**src/rtl/dic_pkg.sv**
```systemverilog
package dic_pkg;
  typedef enum logic {
    CLS_OTHER = 1'b0,
    CLS_FPALU = 1'b1
  } dic_cls_e;

  localparam int DIC_SLOTS = 2;
endpackage

```
**src/rtl/dic_hold.sv**
```systemverilog
module dic_hold #(
  parameter int WORD_W = 16,
  parameter int UNITS  = 2
) (
  input  logic                  clk,
  input  logic                  rst,
  input  logic                  load,
  input  logic                  flush,
  input  logic [1:0]            consume,
  input  logic [1:0]            in_vld,
  input  logic [1:0]            in_fp,
  input  logic [2*UNITS-1:0]    in_need,
  input  logic [2*WORD_W-1:0]   in_word,
  output logic [1:0]            h_vld,
  output logic [1:0]            h_fp,
  output logic [2*UNITS-1:0]    h_need,
  output logic [2*WORD_W-1:0]   h_word
);
  // valid bits carry reset; payload is plain data registers
  always_ff @(posedge clk) begin
    if (rst)        h_vld <= '0;
    else if (flush) h_vld <= '0;
    else if (load)  h_vld <= in_vld;
    else            h_vld <= h_vld & ~consume;
  end

  always_ff @(posedge clk) begin
    if (load) begin
      h_fp   <= in_fp;
      h_need <= in_need;
      h_word <= in_word;
    end
  end


  held_stable_chk: assert property (@(posedge clk) disable iff (rst)
    ((|h_vld) && !load) |=> ($stable(h_word) && $stable(h_fp)));


  flush_empty_chk: assert property (@(posedge clk) disable iff (rst)
    (flush && !load) |=> (h_vld == 2'b00));
endmodule

```
**src/rtl/dic_pick.sv**
```systemverilog
module dic_pick
  import dic_pkg::*;
#(
  parameter int UNITS = 2
) (
  input  logic                clk,
  input  logic                rst,
  input  logic                flush,
  input  logic [1:0]          h_vld,
  input  logic [1:0]          h_fp,
  input  logic [2*UNITS-1:0]  h_need,
  input  logic [UNITS-1:0]    busy,
  output logic [1:0]          iss,
  output logic                drained,
  output logic                stall
);
  logic [1:0] free;
  dic_cls_e   cls [2];

  genvar s;
  generate
    for (s = 0; s < DIC_SLOTS; s++) begin : g_slot
      assign free[s] = ~|(h_need[s*UNITS +: UNITS] & busy);
      assign cls[s]  = dic_cls_e'(h_fp[s]);
    end
  endgenerate

  always_comb begin
    iss[0] = !flush && h_vld[0] && free[0];
    iss[1] = !flush && h_vld[1] && free[1] &&
             (!h_vld[0] || (iss[0] && (cls[0] != cls[1])));
    drained = (!h_vld[0] || iss[0]) && (!h_vld[1] || iss[1]);
    stall   = !flush && (|h_vld) && !(|iss);
  end


  one_per_class_chk: assert property (@(posedge clk) disable iff (rst)
    (iss == 2'b11) |-> (h_fp[0] != h_fp[1]));


  in_order_chk: assert property (@(posedge clk) disable iff (rst)
    (iss[1] && h_vld[0]) |-> iss[0]);


  busy_block_chk: assert property (@(posedge clk) disable iff (rst)
    iss[0] |-> ((h_need[UNITS-1:0] & busy) == '0));


  vld_only_chk: assert property (@(posedge clk) disable iff (rst)
    (iss & ~h_vld) == 2'b00);
endmodule

```
**src/rtl/dic_out.sv**
```systemverilog
module dic_out #(
  parameter int WORD_W = 16
) (
  input  logic                 clk,
  input  logic                 rst,
  input  logic [1:0]           iss,
  input  logic [1:0]           h_fp,
  input  logic [2*WORD_W-1:0]  h_word,
  input  logic                 stall,
  output logic                 int_go,
  output logic [WORD_W-1:0]    int_word,
  output logic                 fp_go,
  output logic [WORD_W-1:0]    fp_word,
  output logic                 slip
);
  logic [1:0] to_int, to_fp;
  logic [WORD_W-1:0] int_sel, fp_sel;

  assign to_int = iss & ~h_fp;
  assign to_fp  = iss &  h_fp;

  always_comb begin
    int_sel = to_int[0] ? h_word[WORD_W-1:0] : h_word[2*WORD_W-1:WORD_W];
    fp_sel  = to_fp[0]  ? h_word[WORD_W-1:0] : h_word[2*WORD_W-1:WORD_W];
  end

  always_ff @(posedge clk) begin
    if (rst) begin
      int_go <= 1'b0;
      fp_go  <= 1'b0;
      slip   <= 1'b0;
    end else begin
      int_go <= |to_int;
      fp_go  <= |to_fp;
      slip   <= stall;
    end
  end

  always_ff @(posedge clk) begin
    if (|to_int) int_word <= int_sel;
    if (|to_fp)  fp_word  <= fp_sel;
  end


  int_route_chk: assert property (@(posedge clk) disable iff (rst)
    (iss[0] && !h_fp[0]) |=> int_go);


  slip_quiet_chk: assert property (@(posedge clk) disable iff (rst)
    stall |=> (!int_go && !fp_go));
endmodule

```
**src/rtl/dual_issue_ctl.sv**
```systemverilog
module dual_issue_ctl #(
  parameter int WORD_W = 16,
  parameter int UNITS  = 2
) (
  input  logic                 clk,
  input  logic                 rst,
  input  logic                 fetch_valid,
  input  logic [1:0]           fetch_slot_vld,
  input  logic [1:0]           fetch_fp,
  input  logic [2*UNITS-1:0]   fetch_need,
  input  logic [2*WORD_W-1:0]  fetch_word,
  input  logic [UNITS-1:0]     unit_busy,
  input  logic                 redirect,
  output logic                 fetch_adv,
  output logic                 int_go,
  output logic [WORD_W-1:0]    int_word,
  output logic                 fp_go,
  output logic [WORD_W-1:0]    fp_word,
  output logic                 slip
);
  logic [1:0]          h_vld, h_fp, iss;
  logic [2*UNITS-1:0]  h_need;
  logic [2*WORD_W-1:0] h_word;
  logic                drained, stall, load;

  assign fetch_adv = !redirect && drained;
  assign load      = fetch_adv && fetch_valid;

  dic_hold #(.WORD_W(WORD_W), .UNITS(UNITS)) u_hold (
    .clk(clk), .rst(rst), .load(load), .flush(redirect), .consume(iss),
    .in_vld(fetch_slot_vld), .in_fp(fetch_fp), .in_need(fetch_need),
    .in_word(fetch_word), .h_vld(h_vld), .h_fp(h_fp), .h_need(h_need),
    .h_word(h_word)
  );

  dic_pick #(.UNITS(UNITS)) u_pick (
    .clk(clk), .rst(rst), .flush(redirect), .h_vld(h_vld), .h_fp(h_fp),
    .h_need(h_need), .busy(unit_busy), .iss(iss), .drained(drained),
    .stall(stall)
  );

  dic_out #(.WORD_W(WORD_W)) u_out (
    .clk(clk), .rst(rst), .iss(iss), .h_fp(h_fp), .h_word(h_word),
    .stall(stall), .int_go(int_go), .int_word(int_word), .fp_go(fp_go),
    .fp_word(fp_word), .slip(slip)
  );


  redirect_quiet_chk: assert property (@(posedge clk) disable iff (rst)
    redirect |=> (!int_go && !fp_go));


  redirect_no_adv_chk: assert property (@(posedge clk) disable iff (rst)
    redirect |-> !fetch_adv);
endmodule

```
**config.mk**
```make
export PLATFORM = sky130hd
export DESIGN_NAME = dual_issue_ctl
export DESIGN_NICKNAME = d
export VERILOG_FILES = /design/src/rtl/dic_pkg.sv /design/src/rtl/dic_hold.sv /design/src/rtl/dic_pick.sv /design/src/rtl/dic_out.sv /design/src/rtl/dual_issue_ctl.sv
export SDC_FILE = /design/constraint.sdc
export NUM_CORES = 1
export LEC_CHECK = 0
export ABC_CLOCK_PERIOD_IN_PS = 7200
export BUFFER_PORTS_ARGS = -buffer_cell sky130_fd_sc_hd__buf_4
export CORE_UTILIZATION = 40
export CTS_CLUSTER_DIAMETER = 30
export DETAILED_ROUTE_END_ITERATION = 16
export GPL_TIMING_DRIVEN = 1
export HOLD_SLACK_MARGIN = 0.15
export PLACE_DENSITY = 0.61
export SYNTH_ARGS = -nofsm -noshare
export SYNTH_HDL_FRONTEND = slang
export SYNTH_SLANG_ARGS = --single-unit
```
**constraint.sdc**
```tcl
create_clock -name clk -period 7.2 [get_ports clk]
set_clock_uncertainty 0.1 [all_clocks]
set_input_delay 1.08 -clock clk [delete_from_list [all_inputs] [get_ports clk]]
set_output_delay 1.08 -clock clk [all_outputs]
set_load 0.1 [all_outputs]
```
# == After elaboration in Yosys (flattened, before gate mapping) ==
# Index checks and enable logic that the tools add are counted.
# classes
n_mux,3
n_bitwise,7
reduce_logical,27
n_eq_ne,1
# op_table
op,n
2-to-1 mux 16 bit,2
OR reduction 2 bit,7
logical AND 1 bit,11
bitwise AND 2 bit,5
logical NOT 1 bit,6
NOT 2 bit,2
logical OR 1 bit,3
2-to-1 mux 2 bit,1
inequality test 1 bit,1
# totals
in_bits,46
output_inout_bits,36
wordCells,47
ff_bits,75

# == Depth between registers and ports, before layout ==
# Gate-level depths: netlist of the first run.
# logic_depth
ltp_word,12
mapped_depth,5
depth_no_buf,4

# == Cells and area by module ==
# A second synthesis of the first run with hierarchy kept.
# unflattened
hier_cells,141
hier_area_um2,2835.2
# modules_own_cells
module,seq_area_each_um2,cells_per_inst,area_per_inst_um2,instances
dic_out,1021.0,79,1496.4,1
dic_hold,1181.1,46,1226.2,1
dic_pick,0.0,14,97.6,1
dual_issue_ctl,0.0,2,15.0,1

# == Worst setup path after synthesis of the first run ==
# No wires, ideal clock.
# synth_timing
path_type,in2out
from,input unit_busy[0]
to,output fetch_adv
stages,3
required_ps,6020
n_path_buf,0
slack_ps,3600
t_arrival_ps,2420
path_cell_list,a22o_2 > a21oi_1 > o21a_1
# synth_between
elab_chain_len,10
elab_cells_between_ends,15
classes_between,bitwise (2); reduce/logical (13)
# synth_lines
item,line,text
"start, declared",dual_issue_ctl.sv:12,"input logic [UNITS-1:0] unit_busy,"
bitwise AND 2 bit,dic_pick.sv:23,assign free[s] = ~|(h_need[s*UNITS +: UNITS] & busy);
OR reduction 2 bit,dic_pick.sv:23,
logical NOT 1 bit,dic_pick.sv:23,
logical AND 1 bit,dic_pick.sv:29,iss[0] = !flush && h_vld[0] && free[0];
logical AND 1 bit,dic_pick.sv:31,(!h_vld[0] || (iss[0] && (cls[0] != cls[1])));
logical OR 1 bit,dic_pick.sv:31,
logical AND 1 bit,dic_pick.sv:30,iss[1] = !flush && h_vld[1] && free[1] &&
logical OR 1 bit,dic_pick.sv:32,drained = (!h_vld[0] || iss[0]) && (!h_vld[1] || iss[1]);
logical AND 1 bit *,dic_pick.sv:32,
logical AND 1 bit *,dual_issue_ctl.sv:26,assign fetch_adv = !redirect && drained;
"end, declared",dual_issue_ctl.sv:14,"output logic fetch_adv,"
# Mark *: on every way between the ends. The rest lies on a longest branch, timed or not.

# == Worst setup path in the final report of the first run ==
# Ends and elaborated chain as after synthesis.

==> impl_metrics.json, run 1 <==
{
  "grt_setup_unrepaired": "false",
  "avgSynthCellArea_um2": 20.6,
  "fin_util_pct": 53.8,
  "ys_seq_area_share_pct": 79.3,
  "antenna_cells": 0,
  "synth_fa_ha_area_share_pct": 0,
  "final_common_cell": "buf_4",
  "multiInputGateArea_um2": 542,
  "p_leak_nw": 1.37,
  "hp-class": "flop to flop",
  "worstPathCellList": "buf_4, a22o_2, a21oi_1, o21a_1, buf_4",
  "yosysUniqueCellTypes": 24,
  "areaGrowthSynthToFinish_pct": 30.8,
  "critPathArrivalTime_ps": 2260,
  "clock_sinks": 75,
  "final-seq-area_mm2": 0.00220,
  "grt_util_met1_pct": 15.3,
  "maxSlewViolCount": 0,
  "grt_pass1_vias": 1520,
  "final_cell_mix": "buf_4 (83), edfxtp_1 (70), mux2_2 (32), clkbuf_8 (9), dfxtp_1 (5)",
  "post_cts_buffers": 0,
  "cts_tree": "yes",
  "mappedNetlistNets": 181,
  "slowest_delay_ps": 330,
  "die_y_um": 85.3,
  "synthSimpleGateAreaFrac_pct": 3.33,
  "critPathKind": "input port to primary output",
  "grt-busiest-layer": "met2",
  "synth_mux_area_share_pct": 13.0,
  "synth.ff_latch_count": 75,
  "wl_per_cell_um": 15.7,
  "hold_buffers": 0,
  "max-cap-violations": 0,
  "worst_setup_hold_path_clk_slew_ps": 70,
  "run_status": "complete, no violations",
  "antenna_found_initial": 0,
  "power_density_mw_per_mm2": 222,
  "dpl.hpwl_mm": 3.20,
  "gr-usage-met2_pct": 24.6,
  "wl_mm": 4.91,
  "path_common_cell": "buf_4",
  "pin_count": 82,
  "grt_pass1_wl_mm": 7.31,
  "drive_gt1_share_pct": 56.9,
  "synth_xor_area_share_pct": 0.315,
  "max_slew_margin_pct": 51.2,
  "root_buffer": "clkbuf_8",
  "final-hold-violation-count": 0,
  "max_freq_mhz": 291,
  "grt_max_degree": 27,
  "crit_slowest_cell": "a21oi_1",
  "core-area_mm2": 0.00676,
  "drtIter0Drc": 82,
  "io_buffers": 81,
  "cts-htree-levels": 3,
  "die_area_mm2": 0.00728,
  "gp_congestion": 0.782,
  "tightest_slew_ps": 731,
  "cp_max_fo": 5,
  "crit_path_start_kind": "input port",
  "grt_use_total_pct": 14.2,
  "dp.cells": 296,
  "nFillCells": 569,
  "ant_nets": 0,
  "fin_crit_ps": 3440,
  "post-route-period-util_pct": 47.8,
  "use_met3_pct": 7.00,
  "peakVddDrop_v": 0.000132,
  "cts_buffers": 9,
  "synth_top_family_by_area": "multiplexers",
  "final_nets": 273,
  "drc": 0,
  "num_rows": 30,
  "syn_area_mm2": 0.00278,
  "stdcell_count": 312,
  "vias_per_cell": 4.81,
  "clk_latency_ps": 340,
  "clockBufferDepth": 2,
  "die_w_um": 85.3,
  "cp.required_ps": 6020,
  "postSynthCellCount": 135,
  "start_util_pct": 41.1,
  "finalSetupViolations": 0,
  "synth-compound-area-share_pct": 2.88,
  "end_kind": "primary output",
  "yosysWarningCount": 0,
  "dr_total_vias": 1501,
  "fin_setup_tns_ps": 0,
  "first_pass_iters": 4,
  "globalRoute.totalOverflow": 0,
  "cts-resized-gates": 0
}
==> power by group <==
group / switching [W] / internal (W)
Sequential: 0.00000482 / 0.000489
Combinational: 0.0000270 / 0.0000256
Clock: 0.000136 / 0.000124
==> final timing paths <==
check	start	endpoint	slack (ps)	cells past startpoint
max reg2reg	u_hold.h_fp[0]$_DFFE_PP_	u_hold.h_word[19]$_DFFE_PP_	4560	4
max	unit_busy[0]	fetch_adv	3760	5
min reg2reg	u_hold.h_vld[1]$_SDFF_PP0_	u_out.fp_go$_SDFF_PP0_	460	2
min	u_hold.h_vld[1]$_SDFF_PP0_	u_out.fp_go$_SDFF_PP0_	460	2
==> stage by stage <==
step / instance area (um2) / hold slack (ps) / setup slack [ps] / power, W
2_1_floorplan: 2780 / 415 / 3600 / 0.000529
3_3_place_gp: 3480 / 454 / 3780 / 0.000556
3_5_place_dp: 3480 / 452 / 3770 / 0.000556
4_1_cts: 3630 / 463 / 3760 / 0.000814
5_1_grt: 3630 / 488 / 3690 / 0.000837
6_report: 3630 / 464 / 3760 / 0.000806
==> Yosys cell counts <==
cell | instances | area [um2]
xnor2_1 | 1 | 8.76
a31o_2 | 1 | 8.76
a32o_1 | 1 | 10.0
nand2_1 | 2 | 7.51
a41oi_1 | 1 | 8.76
nand2_2 | 1 | 6.26
inv_1 | 3 | 11.3
o211a_1 | 1 | 10.0
nor4b_4 | 1 | 23.8
a222oi_1 | 1 | 10.0
nor2_1 | 3 | 11.3
nand3_1 | 1 | 5.00
a22o_2 | 1 | 10.0
dfxtp_1 | 5 | 100
edfxtp_1 | 70 | 2100
a21oi_1 | 2 | 10.0
nor3b_1 | 1 | 7.51
buf_6 | 2 | 22.5
o21a_1 | 1 | 7.51
o21ai_0 | 1 | 5.00
mux2_2 | 32 | 360
nor3b_4 | 1 | 18.8
and2_1 | 1 | 6.26
nand4_1 | 1 | 6.26
==> final cells by class <==
type	instances	share of cell area, %
Multi-Input combinational cell	55	14.9
Timing Repair Buffer	83	17.2
Tap cell	80	2.76
Clock inverter	3	0.413
Inverter	3	0.310
Clock buffer	13	3.82
Sequential cell	75	60.6
==> cell families after synthesis <==
kind of cell              Yosys count
buffers and inverters               5
muxes                              32
xor gates and xnor gates            1
DFF                                75
and+or+nand+nor                    12
AOI/OAI and AO/OA                  10
==> flip-flops by register name (all words and copies together) (netlist names) <==
name and flops:
u_hold.h_word 32, u_hold.h_fp 2, u_out.fp_go 1, u_out.fp_word 16, u_hold.h_vld 2, u_out.int_word 16, u_out.int_go 1, u_out.slip 1
u_hold.h_need 4
==> per-layer routing <==
| metal | share of wire (%) | wire length (um) |
|---|---|---|
| met2 | 55 | 2680 |
| met1 | 39 | 1930 |
| met3 | 5.9 | 292 |
| met5 | 0 | 0 |
| met4 | 0.12 | 6 |
==> worst max-delay path: cells and delay by family <==
family / cells / cell delay, ps
buffers and inverters: 2 / 390
AOI/OAI and AO/OA: 3 / 780
No activity file was read; power rests on OpenSTA's default activity.
==> inputs of run 2 (changes only) <==
--- a/config.mk
+++ b/config.mk
@@ -5,14 +5,15 @@
 export SDC_FILE = /design/constraint.sdc
 export NUM_CORES = 1
 export LEC_CHECK = 0
-export ABC_CLOCK_PERIOD_IN_PS = 7200
+export ABC_AREA = 1
+export ABC_CLOCK_PERIOD_IN_PS = 3000
 export BUFFER_PORTS_ARGS = -buffer_cell sky130_fd_sc_hd__buf_4
 export CORE_UTILIZATION = 40
 export CTS_CLUSTER_DIAMETER = 30
 export DETAILED_ROUTE_END_ITERATION = 16
 export GPL_TIMING_DRIVEN = 1
 export HOLD_SLACK_MARGIN = 0.15
-export PLACE_DENSITY = 0.61
+export PLACE_DENSITY = 0.64
 export SYNTH_ARGS = -nofsm -noshare
 export SYNTH_HDL_FRONTEND = slang
 export SYNTH_SLANG_ARGS = --single-unit
==> constraint.sdc (replaced) <==
create_clock -name clk -period 3 [get_ports clk]
set_clock_uncertainty 0.1 [all_clocks]
set_input_delay 0.45 -clock clk [delete_from_list [all_inputs] [get_ports clk]]
set_output_delay 0.45 -clock clk [all_outputs]
set_load 0.1 [all_outputs]
==> run 2 against run 1 <==
Against the previous run:
- clock power rose to 3.1 times the previous value
- critical path depth up 3
- worst setup slack worse by 3100 ps
- largest cell class unchanged
- critical endpoint unchanged
- synthesized area up 2.4%
- non-clock buffer count up 1
- sequential power up 140%
- critical path type is now flop to primary output
- sequential share of layout area down 2.0 points
- flip-flop and latch count unchanged
- routed wire length up 2.4%
==> impl_metrics.json, run 2 <==
{
  "antenna_found_initial": 0,
  "crit_buf_inv": 3,
  "drc": 0,
  "worstPathCellList": "inv_1, nand2_1, nand3_1, nand2_1, o21ai_2, inv_1, nor2_1, buf_4",
  "grt_use_total_pct": 15.0,
  "clk_latency_ps": 340,
  "grt_util_met1_pct": 18.6,
  "ant_nets": 0,
  "synth_top_area_share_pct": 73.9,
  "clock_sinks": 75,
  "dp.cells": 381,
  "stdcell_count": 397,
  "max_slew_margin_pct": 67.5,
  "final_nets": 342,
  "drtIter0Drc": 101,
  "fin_setup_tns_ps": 0,
  "tightest_slew_ps": 487,
  "pin_count": 82,
  "largest_reg_flops": 32,
  "final-hold-violation-count": 0,
  "avgSynthCellArea_um2": 13.7,
  "finalSetupViolations": 0,
  "final_cell_mix": "buf_4 (84), edfxtp_1 (70), nand2_1 (47), o21ai_1 (33), inv_1 (24)",
  "synth_most_common_cell": "edfxtp_1",
  "dpl.hpwl_mm": 3.31,
  "areaGrowthSynthToFinish_pct": 32.0,
  "grt_pass1_wl_mm": 8.18,
  "root_buffer": "clkbuf_8",
  "synth-main-ff-cell": "edfxtp_1",
  "cp_max_fo": 3,
  "synth.ff_latch_count": 75,
  "max_freq_mhz": 427,
  "cts-htree-levels": 3,
  "synth_area_leaders": "edfxtp_1 (74%), nand2_1 (6.2%), o21ai_1 (5.8%)",
  "final_common_cell": "buf_4",
  "maxSlewViolCount": 0,
  "grt_setup_unrepaired": "false",
  "syn_area_mm2": 0.00284,
  "run_status": "complete, no violations",
  "num_rows": 30,
  "cp_num_cells": 8,
  "postSynthCellCount": 207,
  "gr-usage-met2_pct": 24.2,
  "r2r_cells": 8,
  "power_density_mw_per_mm2": 567,
  "fin_util_pct": 55.0,
  "start_util_pct": 41.6,
  "synth_top_cell_by_area": "edfxtp_1",
  "async_reset_ff_share_pct": 0,
  "cp.required_ps": 2450,
  "top_register": "u_hold.h_word",
  "slowest_delay_ps": 450,
  "critPathKind": "flop to primary output",
  "die_y_um": 86.3,
  "yosysWarningCount": 0,
  "yosysUniqueCellTypes": 22,
  "hold_buffers": 0,
  "first_pass_iters": 4,
  "use_met3_pct": 4.00,
  "critPathArrivalTime_ps": 1790,
  "synth-edff-count": 70,
  "cts-resized-gates": 0,
  "mappedNetlistNets": 253,
  "gp_congestion": 0.849,
  "ys_seq_area_share_pct": 77.4,
  "clockBufferDepth": 2,
  "grt-busiest-layer": "met2",
  "antenna_cells": 0,
  "cts_tree": "yes",
  "whs_path_depth": 1,
  "die_area_mm2": 0.00745,
  "post-route-period-util_pct": 78.0,
  "io_buffers": 81,
  "top_regs": "u_hold.h_word (32), u_out.fp_word (16), u_out.int_word (16)",
  "max-cap-violations": 0,
  "end_kind": "primary output",
  "hp-class": "input port to flop",
  "crit_path_start_kind": "flop",
  "vias_per_cell": 4.45,
  "crit_family": "buffers and inverters",
  "post_cts_buffers": 0,
  "cts_buffers": 9,
  "grt_max_degree": 39,
  "peakVddDrop_v": 0.000288,
  "core-area_mm2": 0.00683,
  "wl_mm": 5.03,
  "yosys-top-cells-count": "edfxtp_1 (70), nand2_1 (47), o21ai_1 (33)",
  "grt_pass1_vias": 1756,
  "dr_total_vias": 1765,
  "fin_crit_ps": 2340,
  "wl_per_cell_um": 12.7,
  "drive_gt1_share_pct": 35.5,
  "globalRoute.totalOverflow": 0,
  "p_leak_nw": 1.60,
  "crit_slowest_cell": "edfxtp_1",
  "worst_setup_hold_path_clk_slew_ps": 80,
  "die_w_um": 86.3
}
-- run 2: changes by cell type in the layout (fill, tap and decap cells not counted), moves of 2 or more --
cell,previous run,this run
a21oi_1,2,4
bufinv_16,0,2
clkbuf_1,4,2
clkinv_2,3,1
inv_1,3,24
mux2_2,32,0
nand2_1,2,47
nand2_4,0,2
o21ai_1,0,33
-- run 2: power by group --
part           internal, W  total, W  switching (W)  leakage (nW)
Sequential         0.00117   0.00118     0.00000981         0.684
Clock             0.000466  0.000815       0.000348         0.105
Combinational    0.0000571  0.000130      0.0000733         0.810
-- run 2: cells by family after synthesis --
group                  count (synthesis)  share of synthesized area [%]
flip-flops                            75                           77.4
AND/OR/NAND/NOR                       61                           10.1
buffers and inverters                 31                           5.24
AO/OA/AOI/OAI                         40                           7.26
-- run 2: worst register-to-register path, stage by stage, from the launching register on --
cell      delay, ps
edfxtp_1        450
inv_1           150
nand2_1          70
nand3_1          60
nand2_1         100
o21ai_2         160
inv_1            90
nor3_4          100
buf_4           430
-- run 2: final timing paths --
| path | endpoint | slack [ps] | startpoint |
|---|---|---|---|
| setup / recovery | fetch_adv | 660 | u_hold.h_fp[0]$_DFFE_PP_ |
| hold / removal | u_hold.h_need[3]$_DFFE_PP_ | 180 | fetch_need[3] |
| setup reg to reg | u_hold.h_fp[0]$_DFFE_PP_ | 910 | u_hold.h_fp[0]$_DFFE_PP_ |
| hold reg to reg | u_out.fp_word[13]$_DFFE_PP_ | 460 | u_hold.h_word[29]$_DFFE_PP_ |
-- run 2: stage by stage --
stage	area [um2]	worst slack (ps)	power (W)	hold slack (ps)
after global routing	3750	483	0.00221	159
final	3750	660	0.00213	183
after detailed placement	3550	779	0.00134	449
after global placement	3550	830	0.00133	437
after floorplan	2850	185	0.00127	419
after CTS	3750	630	0.00215	168
-- run 2: layout make-up --
cell class | instances | area [um2]
Clock buffer | 11 | 131
Clock inverter | 5 | 77.6
Fill cell | 612 | 3080
Inverter | 25 | 93.8
Multi-Input combinational cell | 101 | 499
Sequential cell | 75 | 2200
Tap cell | 96 | 120
Timing Repair Buffer | 84 | 631
-- run 2: metal layers --
| metal | routed length (um) | vias up |
|---|---|---|
| met5 | 0 | - |
| met4 | 122 | 0 |
| met3 | 313 | 10 |
| met2 | 2440 | 66 |
| met1 | 2150 | 798 |
| li1 | - | 891 |
==> inputs of run 3 (changes only) <==
--- a/config.mk
+++ b/config.mk
@@ -5,15 +5,15 @@
 export SDC_FILE = /design/constraint.sdc
 export NUM_CORES = 1
 export LEC_CHECK = 0
-export ABC_AREA = 1
-export ABC_CLOCK_PERIOD_IN_PS = 3000
+export ABC_AREA = 0
+export ABC_CLOCK_PERIOD_IN_PS = 2300
 export BUFFER_PORTS_ARGS = -buffer_cell sky130_fd_sc_hd__buf_4
 export CORE_UTILIZATION = 40
 export CTS_CLUSTER_DIAMETER = 30
 export DETAILED_ROUTE_END_ITERATION = 16
 export GPL_TIMING_DRIVEN = 1
 export HOLD_SLACK_MARGIN = 0.15
-export PLACE_DENSITY = 0.64
+export PLACE_DENSITY = 0.61
 export SYNTH_ARGS = -nofsm -noshare
 export SYNTH_HDL_FRONTEND = slang
 export SYNTH_SLANG_ARGS = --single-unit
==> constraint.sdc (replaced) <==
create_clock -name clk -period 2.3 [get_ports clk]
set_clock_uncertainty 0.1 [all_clocks]
set_input_delay 0.345 -clock clk [delete_from_list [all_inputs] [get_ports clk]]
set_output_delay 0.345 -clock clk [all_outputs]
set_load 0.1 [all_outputs]
==> run 3 against run 2 <==
Against the previous run:
- combinational power up 78%
- non-clock buffer count is 49 higher
- worst hold slack improved by 53 ps
- sequential share of layout area shrank 6.3 points
- utilization is 7.3 points higher
- largest power group unchanged
- largest cell class unchanged
- global-route usage rose by 0.84 points
- critical path depth fell by 3
- first-iteration DRC count unchanged
==> impl_metrics.json, run 3 (same netlist as run 1, synthesis figures left out) <==
{
  "die_area_mm2": 0.00728,
  "crit_family": "flip-flops",
  "final_cell_mix": "buf_4 (90), edfxtp_1 (70), dlygate4sd3_1 (40), mux2_2 (32), clkbuf_8 (10)",
  "final-hold-violation-count": 0,
  "total_power_w": 0.00286,
  "cts_buffers": 9,
  "fin_setup_tns_ps": 0,
  "max_slew_margin_pct": 81.0,
  "critPathArrivalTime_ps": 1690,
  "final-seq-area_mm2": 0.00220,
  "antenna_found_initial": 0,
  "gp_congestion": 0.768,
  "crit_slowest_cell": "edfxtp_1",
  "io_buffers": 81,
  "critPathKind": "flop to primary output",
  "peakVddDrop_v": 0.000399,
  "die_y_um": 85.3,
  "vias_per_cell": 4.62,
  "nFillCells": 510,
  "drive_gt1_share_pct": 51.8,
  "cp_max_fo": 5,
  "crit_buf_inv": 2,
  "final_nets": 323,
  "maxSlewViolCount": 0,
  "grt_use_total_pct": 15.9,
  "cts-htree-levels": 3,
  "first_pass_iters": 6,
  "fin_crit_ps": 2130,
  "areaGrowthSynthToFinish_pct": 51.4,
  "core-area_mm2": 0.00676,
  "root_buffer": "clkbuf_8",
  "cp.required_ps": 1860,
  "slowest_delay_ps": 430,
  "worst_setup_hold_path_clk_slew_ps": 70,
  "clockBufferDepth": 2,
  "drc": 0,
  "worstPathCellList": "xnor2_1, a222oi_1, buf_4, o21a_1, buf_6",
  "num_rows": 30,
  "ant_nets": 0,
  "start_util_pct": 41.1,
  "cts_tree": "yes",
  "wl_mm": 5.37,
  "multiInputGateArea_um2": 546,
  "cp_num_cells": 5,
  "finalSetupViolations": 0,
  "r2r_cells": 6,
  "top_regs": "u_hold.h_word (32), u_out.fp_word (16), u_out.int_word (16)",
  "max_freq_mhz": 469,
  "die_w_um": 85.3,
  "clk_latency_ps": 330,
  "grt_pass1_vias": 1800,
  "power_density_mw_per_mm2": 681,
  "top_register": "u_hold.h_word",
  "wl_per_cell_um": 14.8,
  "grt_pass1_wl_mm": 8.40,
  "grt_setup_unrepaired": "false",
  "dpl.hpwl_mm": 3.41,
  "clock_sinks": 75,
  "whs_path_depth": 3,
  "largest_reg_flops": 32,
  "tightest_slew_ps": 284,
  "drtIter0Drc": 101,
  "crit_path_start_kind": "flop",
  "post-route-period-util_pct": 92.6,
  "pin_count": 82,
  "antenna_cells": 0,
  "hp-class": "input port to flop",
  "end_kind": "primary output",
  "globalRoute.totalOverflow": 0,
  "final_common_cell": "buf_4",
  "run_status": "complete, no violations",
  "dr_total_vias": 1673,
  "max-cap-violations": 0,
  "grt_max_degree": 26,
  "p_leak_nw": 1.61
}
run 3: cell types whose count changed in the layout (fill, tap and decap cells not counted), sizes merged, moves of 2 or more:
cell,delta
clkinv,-3
nand2,-48
mux2,+32
nor3b,+2
nor3,-2
clkinvlp,+2
a21oi,-2
dlygate4sd3,+40
o21ai,-34
buf,+9
nor2,-3
inv,-22
run 3: final cells by class:
cell class	instances	share of cell area, %
timing repair buffer	133	26.8
inverter	3	0.268
multi-input combinational	55	13.0
clock buffer	12	3.45
clock inverter	4	1.78
sequential	75	52.3
tap	80	2.38
run 3: where the power goes:
| part | internal, W | total, W | switching, W |
|---|---|---|---|
| registers | 0.00153 | 0.00154 | 0.0000143 |
| logic | 0.000134 | 0.000231 | 0.0000976 |
| clock network | 0.000642 | 0.00109 | 0.000446 |
| total | 0.00231 | 0.00286 | 0.000558 |
run 3: tightest hold or removal path, delay by kind of cell:
family          cells  cell delay [ps]
buf+inv             1               80
simple gates        1              100
compound gates      1              110
run 3: worst paths after layout:
| kind | startpoint | endpoint | slack [ps] |
|---|---|---|---|
| hold / removal | fetch_slot_vld[1] | u_hold.h_vld[1]$_SDFF_PP0_ | 240 |
| hold reg to reg | u_hold.h_word[31]$_DFFE_PP_ | u_out.int_word[15]$_DFFE_PP_ | 470 |
| setup / recovery | u_hold.h_fp[0]$_DFFE_PP_ | fetch_adv | 170 |
| setup reg to reg | u_hold.h_need[0]$_DFFE_PP_ | u_out.int_word[7]$_DFFE_PP_ | 350 |
run 3: what timing repair did:
action                                  4_1_cts  5_1_grt
pin swaps                                     0        0
resized for setup                             1        1
setup buffers                                 0        2
endpoints found under the setup margin        1        1
hold buffers                                 40        0
endpoints found under the hold margin        41        0
run 3: layer usage:
metal	wire, um	track usage [%]	vias to the layer above
li1	-	-	820
met1	2130	17.3	799
met2	2960	29.5	45
met3	192	3.21	9
met4	90	7.73	0
met5	0	0	-
run 3: per-stage QoR:
stage,utilization [%],hold slack [ps],instances,worst slack (ps),area (um2)
floorplan,-,314,135,44.3,2780
global placement,52.7,423,304,280,3560
detailed placement,52.7,425,304,242,3560
CTS,62.0,223,360,22.5,4190
global route,62.3,246,362,61.3,4210
finish,62.3,237,362,170,4210
